`config.mk`:
```
export PLATFORM = sky130hd
export DESIGN_NAME = even_bcd_counter
export DESIGN_NICKNAME = d
export VERILOG_FILES = /design/src/rtl/ebc_pkg.sv /design/src/rtl/ebc_ones_digit.sv /design/src/rtl/ebc_tens_digit.sv /design/src/rtl/ebc_seg_decode.sv /design/src/rtl/even_bcd_counter.sv
export SDC_FILE = /design/constraint.sdc
export NUM_CORES = 1
export LEC_CHECK = 0
export ABC_AREA = 1
export CAP_MARGIN = 10
export CORE_MARGIN = 10
export CORE_UTILIZATION = 50
export DETAILED_ROUTE_END_ITERATION = 10
export PLACE_DENSITY = 0.78
export RECOVER_POWER = 25
export SYNTH_ARGS = -nofsm -noshare
export SYNTH_HDL_FRONTEND = slang
export SYNTH_SLANG_ARGS = --single-unit
export TNS_END_PERCENT = 1
```
`constraint.sdc`:
```
create_clock -name clk -period 2.4 [get_ports clk]
set_input_delay 0.48 -clock clk [delete_from_list [all_inputs] [get_ports clk]]
set_output_delay 0.48 -clock clk [all_outputs]
set_load 0.05 [all_outputs]
```
`src/rtl/ebc_pkg.sv`:
```
package ebc_pkg;
  localparam int DIGIT_W = 4;
  localparam int SEG_W   = 7;

  typedef logic [DIGIT_W-1:0] bcd_t;
  typedef logic [SEG_W-1:0]   seg_t;

  // Modular step of one digit: wraps to zero once it has reached the last value.
  function automatic bcd_t digit_step(bcd_t cur, bcd_t inc, bcd_t last);
    return (cur >= last) ? '0 : bcd_t'(cur + inc);
  endfunction

  // BCD to segment pattern, active high, bit order {g,f,e,d,c,b,a}.
  function automatic seg_t bcd_to_seg(bcd_t d);
    seg_t s;
    case (d)
      4'd0:    s = 7'h3F;
      4'd1:    s = 7'h06;
      4'd2:    s = 7'h5B;
      4'd3:    s = 7'h4F;
      4'd4:    s = 7'h66;
      4'd5:    s = 7'h6D;
      4'd6:    s = 7'h7D;
      4'd7:    s = 7'h07;
      4'd8:    s = 7'h7F;
      4'd9:    s = 7'h6F;
      default: s = 7'h00;
    endcase
    return s;
  endfunction
endpackage

```
`src/rtl/ebc_ones_digit.sv`:
```
module ebc_ones_digit
  import ebc_pkg::*;
#(
  parameter int STEP = 2,
  parameter int LAST = 8
) (
  input  logic clk,
  input  logic rst,
  input  logic en,
  output bcd_t digit,
  output logic at_last
);
  localparam bcd_t STEP_B = bcd_t'(STEP);
  localparam bcd_t LAST_B = bcd_t'(LAST);

  bcd_t digit_q;

  always_ff @(posedge clk) begin
    if (rst)     digit_q <= '0;
    else if (en) digit_q <= digit_step(digit_q, STEP_B, LAST_B);
  end

  assign digit   = digit_q;
  assign at_last = (digit_q == LAST_B);
endmodule

```
`src/rtl/ebc_tens_digit.sv`:
```
module ebc_tens_digit
  import ebc_pkg::*;
#(
  parameter int LAST = 9
) (
  input  logic clk,
  input  logic rst,
  input  logic advance,
  output bcd_t digit,
  output logic at_last
);
  localparam bcd_t LAST_B = bcd_t'(LAST);
  localparam bcd_t ONE_B  = bcd_t'(1);

  bcd_t digit_q;

  always_ff @(posedge clk) begin
    if (rst)          digit_q <= '0;
    else if (advance) digit_q <= digit_step(digit_q, ONE_B, LAST_B);
  end

  assign digit   = digit_q;
  assign at_last = (digit_q == LAST_B);
endmodule

```
`src/rtl/ebc_seg_decode.sv`:
```
module ebc_seg_decode
  import ebc_pkg::*;
(
  input  bcd_t digit,
  output seg_t seg
);
  assign seg = bcd_to_seg(digit);
endmodule

```
`src/rtl/even_bcd_counter.sv`:
```
module even_bcd_counter
  import ebc_pkg::*;
#(
  parameter int ONES_STEP = 2,
  parameter int ONES_LAST = 8,
  parameter int TENS_LAST = 9
) (
  input  logic       clk,
  input  logic       rst,
  input  logic       en,
  output logic [3:0] ones_bcd,
  output logic [3:0] tens_bcd,
  output logic [6:0] ones_seg,
  output logic [6:0] tens_seg,
  output logic       wrap
);
  localparam int NUM_DIGITS = 2;

  // Named internal events, visible to the bound checker.
  logic ones_carry;   // ones digit sits at its last value
  logic tens_last;    // tens digit sits at its last value
  logic tens_adv;     // synchronous carry into the tens digit
  logic wrap_now;     // this edge takes the count back to zero
  logic wrap_q;

  bcd_t ones_d, tens_d;
  bcd_t digits [NUM_DIGITS];
  seg_t segs   [NUM_DIGITS];

  ebc_ones_digit #(.STEP(ONES_STEP), .LAST(ONES_LAST)) u_ones (
    .clk(clk), .rst(rst), .en(en), .digit(ones_d), .at_last(ones_carry)
  );

  assign tens_adv = en & ones_carry;

  ebc_tens_digit #(.LAST(TENS_LAST)) u_tens (
    .clk(clk), .rst(rst), .advance(tens_adv), .digit(tens_d), .at_last(tens_last)
  );

  assign wrap_now = tens_adv & tens_last;

  always_ff @(posedge clk) begin
    if (rst) wrap_q <= 1'b0;
    else     wrap_q <= wrap_now;
  end

  assign digits[0] = ones_d;
  assign digits[1] = tens_d;

  for (genvar i = 0; i < NUM_DIGITS; i++) begin : g_dec
    ebc_seg_decode u_dec (.digit(digits[i]), .seg(segs[i]));
  end

  assign ones_bcd = ones_d;
  assign tens_bcd = tens_d;
  assign ones_seg = segs[0];
  assign tens_seg = segs[1];
  assign wrap     = wrap_q;
endmodule

```
==> impl_metrics.yaml, run 1 <==
run_status:
  status: "finished, final reports clean"
setup_path:
  r2r_end: "g_dec[1].u_dec.seg[3]$_DFF_P_"
  arrival_ps: 2430
  path_class: "primary input to flip-flop"
  cp.required_ps: 2650
  cp_slowest_cell: "dlygate4sd3_1"
  crit_fanout: 6
  cp_cell_sequence: "dlygate4sd3_1, nand3_1, nor2_1, nor2_4, nand2_1, inv_1, ha_1, inv_1, nand4_1, nand2_1, nand2_1, nand2_1"
  cp-start-kind: "primary input"
  reg2reg_from: "u_tens.digit[1]$_SDFFE_PP0N_"
  crit_path_frequent_cell: "nand2_1"
  rrSetupSlack_ps: 380
  end_kind: "flip-flop"
  crit_end: "g_dec[1].u_dec.seg[3]$_DFF_P_"
  cp-startpoint: "en"
  worst_r2r_path_depth: 15
  max_stage_delay_ps: 630
clocking:
  clock_latency_ps: 300
  cts_root_buffer: "clkbuf_4"
  hold_buffers: 0
  cts_tree: "built"
  htreeDepth: 1
  cts_sinks: 23
  cts_buffers: 3
  clk_pin_slew_ps: 120
  cts_buffer_depth: 2
  cts_post_setup_buffers_inserted: 0
  post_cts_resized: 0
synth:
  seq_area_frac_synth: 0.3522
  post_synth.cell_area_avg_sq_um: 7.924
  yosys.area.top_type: "dfxtp_1"
  synth-main-ff-cell: "dfxtp_1"
  syn_area_sq_mm: 0.001308
  synth_top_family_by_area: "simple AND/OR/NAND/NOR gates"
  syn_inst: 165
  ys_async_sr_fraction: 0
  synth-compound-area-share: 0.05359
  synth-adder-area-share: 0.1531
  synth_most_common_cell: "nand2_1"
  ys_warn_count: 0
  synth_simple_gate_area_share: 0.3311
  synthMuxAreaShare: 0
  synth_area_leaders: "dfxtp_1 (35%), ha_1 (15%), nand2_1 (12%), inv_1 (8.0%), nand3_4 (4.0%)"
  synth_xor_area_frac: 0.01340
  synth-edff-count: 0
  synthesis.nets: 184
  ys_ff_latch: 23
  ys_types: 24
  yosysTopAreaCellShare: 0.3522
  synth_common_cells: "nand2_1 (41), inv_1 (28), dfxtp_1 (23), ha_1 (16), nor2_1 (11)"
die:
  row_count: 18
  ios: 26
  die_y_microns: 71.14
  die_x_microns: 71.14
  die-area_sq_mm: 0.005060
  start_util: 0.5278
  core_sq_mm: 0.002477
pwr:
  p_int_mw: 0.5229
  power_frac_comb: 0.237
  p_leak_nw: 0.8263
  clockPowerShare: 0.222
  vdd_drop_max_mv: 0.4200
  powerDensity_mw_per_mm2: 470.3
  power.switching_mw: 0.2374
  pwr-share-seq: 0.540
  switching_share: 0.3123
timing:
  period_share: 0.9096
  final-max-slew-violation-count: 0
  max_freq_ghz: 0.4581
  clock_skew_ps: 3.827
  setup_viol: 0
  rsz0062_at_grt: "no"
  period_minus_slack_ps: 2183
  tightest_slew_ps: 509.3
  slew-limit-headroom: 0.6594
  finalSetupTns_ps: 0
  hold_viol: 0
detailed_routing:
  wl_per_cell_microns: 11.50
  drc_errors: 0
  detail_route.first_pass.iterations: 4
  viasPerCell: 4.793
  vias: 1088
  drt_iter0_drc: 31
  routed_wl_microns: 2611
  antenna_left: 0
global_routing:
  grt_pass1_wl_microns: 4636
  globalRoute.totalOverflow: 0
  grt_max_degree: 13
  track_usage: 0.1064
  antenna_found_initial: 0
  grt_pass1_vias: 1143
final_layout:
  diodes: 0
  fin_util: 0.6525
  multi_input_area_sq_um: 703.2
  fin_nets: 217
  area_growth_pct: 23.64
  fillCellCount: 221
  regArea_sq_um: 460.4
  layout-drive-gt1-share: 0.1117
worst_hold_path:
  hold_path_class: "flip-flop to flip-flop"
placed_design:
  place_congestion: 0.8835
  dp_hpwl_microns: 2184
  portBuffers: 25
flow_run:
  cap_violations: 0
-- metrics by stage --
step                total power [mW]  cells  hold WS (ps)  setup WS (ps)  area [sq um]
floorplan                     0.5456    165         558.9          106.4          1308
global placement              0.6007    223         486.1          80.52          1612
detailed placement            0.6049    223         495.3          32.70          1612
CTS                           0.7772    227         513.5          277.5          1638
global route                  0.8006    227         542.0          103.6          1617
finish                        0.7603    227         506.7          217.0          1617
-- layout make-up --
type                    instances  area share
repair buffers                 29      0.1711
clock buffers                   4     0.01625
inverters                      30     0.06966
well taps                      30     0.02322
flip-flops and latches         23      0.2848
multi-input cells             111      0.4350
-- placed cells by master, fill, tap and decap left out --
cell type,count
a21oi_1,1
a21oi_2,1
a31oi_1,2
buf_4,3
clkbuf_1,2
clkbuf_4,3
clkdlybuf4s50_1,22
dfxtp_1,23
dlygate4sd3_1,3
ha_1,16
inv_1,28
inv_2,2
nand2_1,42
nand2_2,3
nand2_4,1
nand3_1,7
nand3_4,2
nand4_1,7
nor2_1,12
nor2_2,1
nor2_4,4
nor3_1,1
o21ai_0,3
o21ai_1,1
o21ai_2,2
o22ai_1,1
or2_1,2
xor2_1,2
-- state kept, by name, indices dropped and copies added (netlist names) --
register / cells
wrap: 1
g_dec.u_dec.seg: 14
u_ones.digit: 4
u_tens.digit: 4
-- power by group through the flow --
stage | combinational, mW | sequential, mW | clock (mW)
3_3_place_gp | 0.181 | 0.420 | 0
4_1_cts | 0.186 | 0.411 | 0.180
6_report | 0.181 | 0.411 | 0.169
5_1_grt | 0.195 | 0.413 | 0.192
3_5_place_dp | 0.185 | 0.420 | 0
2_1_floorplan | 0.0578 | 0.488 | 0
-- worst max-delay path, delay by kind of cell --
kind	cells	cell delay, ps
simple gates	8	910
buf+inv	3	750
fa+ha+maj	1	290
-- routing by layer --
| layer | track usage | up-vias | share of wire |
|---|---|---|---|
| met2 | 0.2038 | 19 | 0.52 |
| met1 | 0.1007 | 494 | 0.42 |
| li1 | - | 573 | - |
| met4 | 0.03871 | 0 | 0.0054 |
| met5 | 0 | - | 0 |
| met3 | 0.03766 | 2 | 0.056 |
-- worst min path at each step --
| stage | from | endpoint | slack [ps] | cells after the start |
|---|---|---|---|---|
| after floorplan | rst | wrap$_SDFF_PP0_ | 560 | 1 |
| after global placement | u_ones.digit[0]$_SDFFE_PP0P_ | u_ones.digit[0]$_SDFFE_PP0P_ | 490 | 2 |
| after detailed placement | u_ones.digit[0]$_SDFFE_PP0P_ | u_ones.digit[0]$_SDFFE_PP0P_ | 500 | 2 |
| after CTS | u_ones.digit[0]$_SDFFE_PP0P_ | u_ones.digit[0]$_SDFFE_PP0P_ | 510 | 2 |
| after global routing | u_ones.digit[0]$_SDFFE_PP0P_ | u_ones.digit[0]$_SDFFE_PP0P_ | 540 | 2 |
| final | u_ones.digit[0]$_SDFFE_PP0P_ | u_ones.digit[0]$_SDFFE_PP0P_ | 510 | 2 |
-- logic make-up (layout without fill, tap and decap cells) --
kind of cell             Yosys count  count (layout)
adder cells (fa/ha/maj)           16              16
XOR/XNOR                           2               2
buffers and inverters             31              63
AO/OA/AOI/OAI                     11              11
flip-flops                        23              23
AND/OR/NAND/NOR                   82              82
No activity file was read; power rests on OpenSTA's default activity.
==> inputs of run 2 (changes only) <==
--- a/config.mk
+++ b/config.mk
@@ -10,8 +10,10 @@
 export CORE_MARGIN = 10
 export CORE_UTILIZATION = 50
 export DETAILED_ROUTE_END_ITERATION = 10
+export HOLD_SLACK_MARGIN = 0.08
 export PLACE_DENSITY = 0.78
 export RECOVER_POWER = 25
+export SKIP_CTS_REPAIR_TIMING = 1
 export SYNTH_ARGS = -nofsm -noshare
 export SYNTH_HDL_FRONTEND = slang
 export SYNTH_SLANG_ARGS = --single-unit
==> results of run 2 <==
Final layout, timing and power as in run 1 (identical DEF).
==> inputs of run 3 (changes only) <==
--- a/config.mk
+++ b/config.mk
@@ -11,6 +11,7 @@
 export CORE_UTILIZATION = 50
 export DETAILED_ROUTE_END_ITERATION = 10
 export HOLD_SLACK_MARGIN = 0.08
+export MAX_ROUTING_LAYER = met4
 export PLACE_DENSITY = 0.78
 export RECOVER_POWER = 25
 export SKIP_CTS_REPAIR_TIMING = 1
==> impl_metrics.yaml, run 3 (synthesis gave the netlist of run 1 again) <==
timing:
  hold_viol: 0
  tightest_slew_ps: 509.3
  fin_ws_ps: 215.6
  max_freq_ghz: 0.4578
  slew-limit-headroom: 0.6594
  period_share: 0.9102
  final-max-slew-violation-count: 0
  setup_viol: 0
  rsz0062_at_grt: "no"
  finalSetupTns_ps: 0
  clock_skew_ps: 3.796
  period_minus_slack_ps: 2184
die:
  ios: 26
  core_sq_mm: 0.002477
  die_x_microns: 71.14
  die-area_sq_mm: 0.005060
  die_y_microns: 71.14
  row_count: 18
  start_util: 0.5278
clocking:
  htreeDepth: 1
  cts_buffer_depth: 2
  cts_sinks: 23
  cts_root_buffer: "clkbuf_4"
  cts_buffers: 3
  clock_latency_ps: 300
  clk_pin_slew_ps: 120
  cts_tree: "built"
placed_design:
  portBuffers: 25
  place_congestion: 0.8981
  dp_hpwl_microns: 2184
  pre_cts_ws_ps: 32.70
run_status:
  status: "finished, final reports clean"
setup_path:
  cp-start-kind: "primary input"
  crit_fanout: 6
  arrival_ps: 2430
  end_kind: "flip-flop"
  cp.required_ps: 2650
  path_class: "primary input to flip-flop"
detailed_routing:
  routed_wl_microns: 2589
  drt_iter0_drc: 33
  viasPerCell: 4.780
  vias: 1085
  drc_errors: 0
  detail_route.first_pass.iterations: 4
  antenna_left: 0
  wl_per_cell_microns: 11.41
global_routing:
  grt_pass1_wl_microns: 4609
  grt_max_degree: 13
  antenna_found_initial: 0
  track_usage: 0.1089
  globalRoute.totalOverflow: 0
  grt_pass1_vias: 1142
final_layout:
  layout_common_cells: "nand2_1 (42), inv_1 (28), dfxtp_1 (23)"
  largest_register_ffs: 14
  fin_nets: 217
  multi_input_area_sq_um: 703.2
  regArea_sq_um: 460.4
  fillCellCount: 221
  diodes: 0
  area_growth_pct: 23.64
  layout-drive-gt1-share: 0.1117
  mostFrequentLayoutCell: "nand2_1"
flow_run:
  cap_violations: 0
pwr:
  p_leak_nw: 0.8263
  powerDensity_mw_per_mm2: 470.0
  total_power_mw: 0.7598
  vdd_drop_max_mv: 0.4200
worst_hold_path:
  hold_path_class: "flip-flop to flip-flop"
==> run 3: layer usage <==
layer	vias up	routed length [microns]	GRT usage
met5	-	0	-
met4	0	14	0.03871
met3	2	124	0.03208
met2	21	1357	0.2038
met1	488	1093	0.1023
li1	574	-	-
==> run 3: worst max-delay path, stage by stage <==
cell and delay [ps]:
dlygate4sd3_1 630, nand3_1 200, nor2_1 220, nor2_4 90, nand2_1 100, inv_1 70, ha_1 290, inv_1 50
nand4_1 100, nand2_1 90, nand2_1 50, nand2_1 60
==> run 3: cell type report <==
class	instances	area share
timing repair buffer	29	0.1711
multi-input combinational	111	0.4350
tap	30	0.02322
inverter	30	0.06966
clock buffer	4	0.01625
sequential	23	0.2848
==> run 3: worst paths after layout <==
check | slack [ps] | cells past startpoint | end | startpoint
worst min-delay path | 510 | 2 | u_ones.digit[0]$_SDFFE_PP0P_ | u_ones.digit[0]$_SDFFE_PP0P_
worst max register to register | 380 | 15 | g_dec[1].u_dec.seg[3]$_DFF_P_ | u_tens.digit[1]$_SDFFE_PP0N_
worst max-delay path | 220 | 12 | g_dec[1].u_dec.seg[3]$_DFF_P_ | en
worst min register to register | 510 | 2 | u_ones.digit[0]$_SDFFE_PP0P_ | u_ones.digit[0]$_SDFFE_PP0P_
==> run 3: metrics by stage <==
| step | utilization | hold WS (ps) | std cells | area [sq um] |
|---|---|---|---|---|
| floorplan | - | 558.9 | 165 | 1308 |
| global placement | 0.6505 | 486.1 | 223 | 1612 |
| detailed placement | 0.6505 | 495.3 | 223 | 1612 |
| CTS | 0.6611 | 513.5 | 227 | 1638 |
| global route | 0.6525 | 542.0 | 227 | 1617 |
| finish | 0.6525 | 506.7 | 227 | 1617 |
==> run 3: power by group <==
| group | internal [mW] | switching (mW) |
|---|---|---|
| Combinational | 0.0572 | 0.123 |
| Sequential | 0.401 | 0.00983 |
| Clock | 0.0646 | 0.104 |
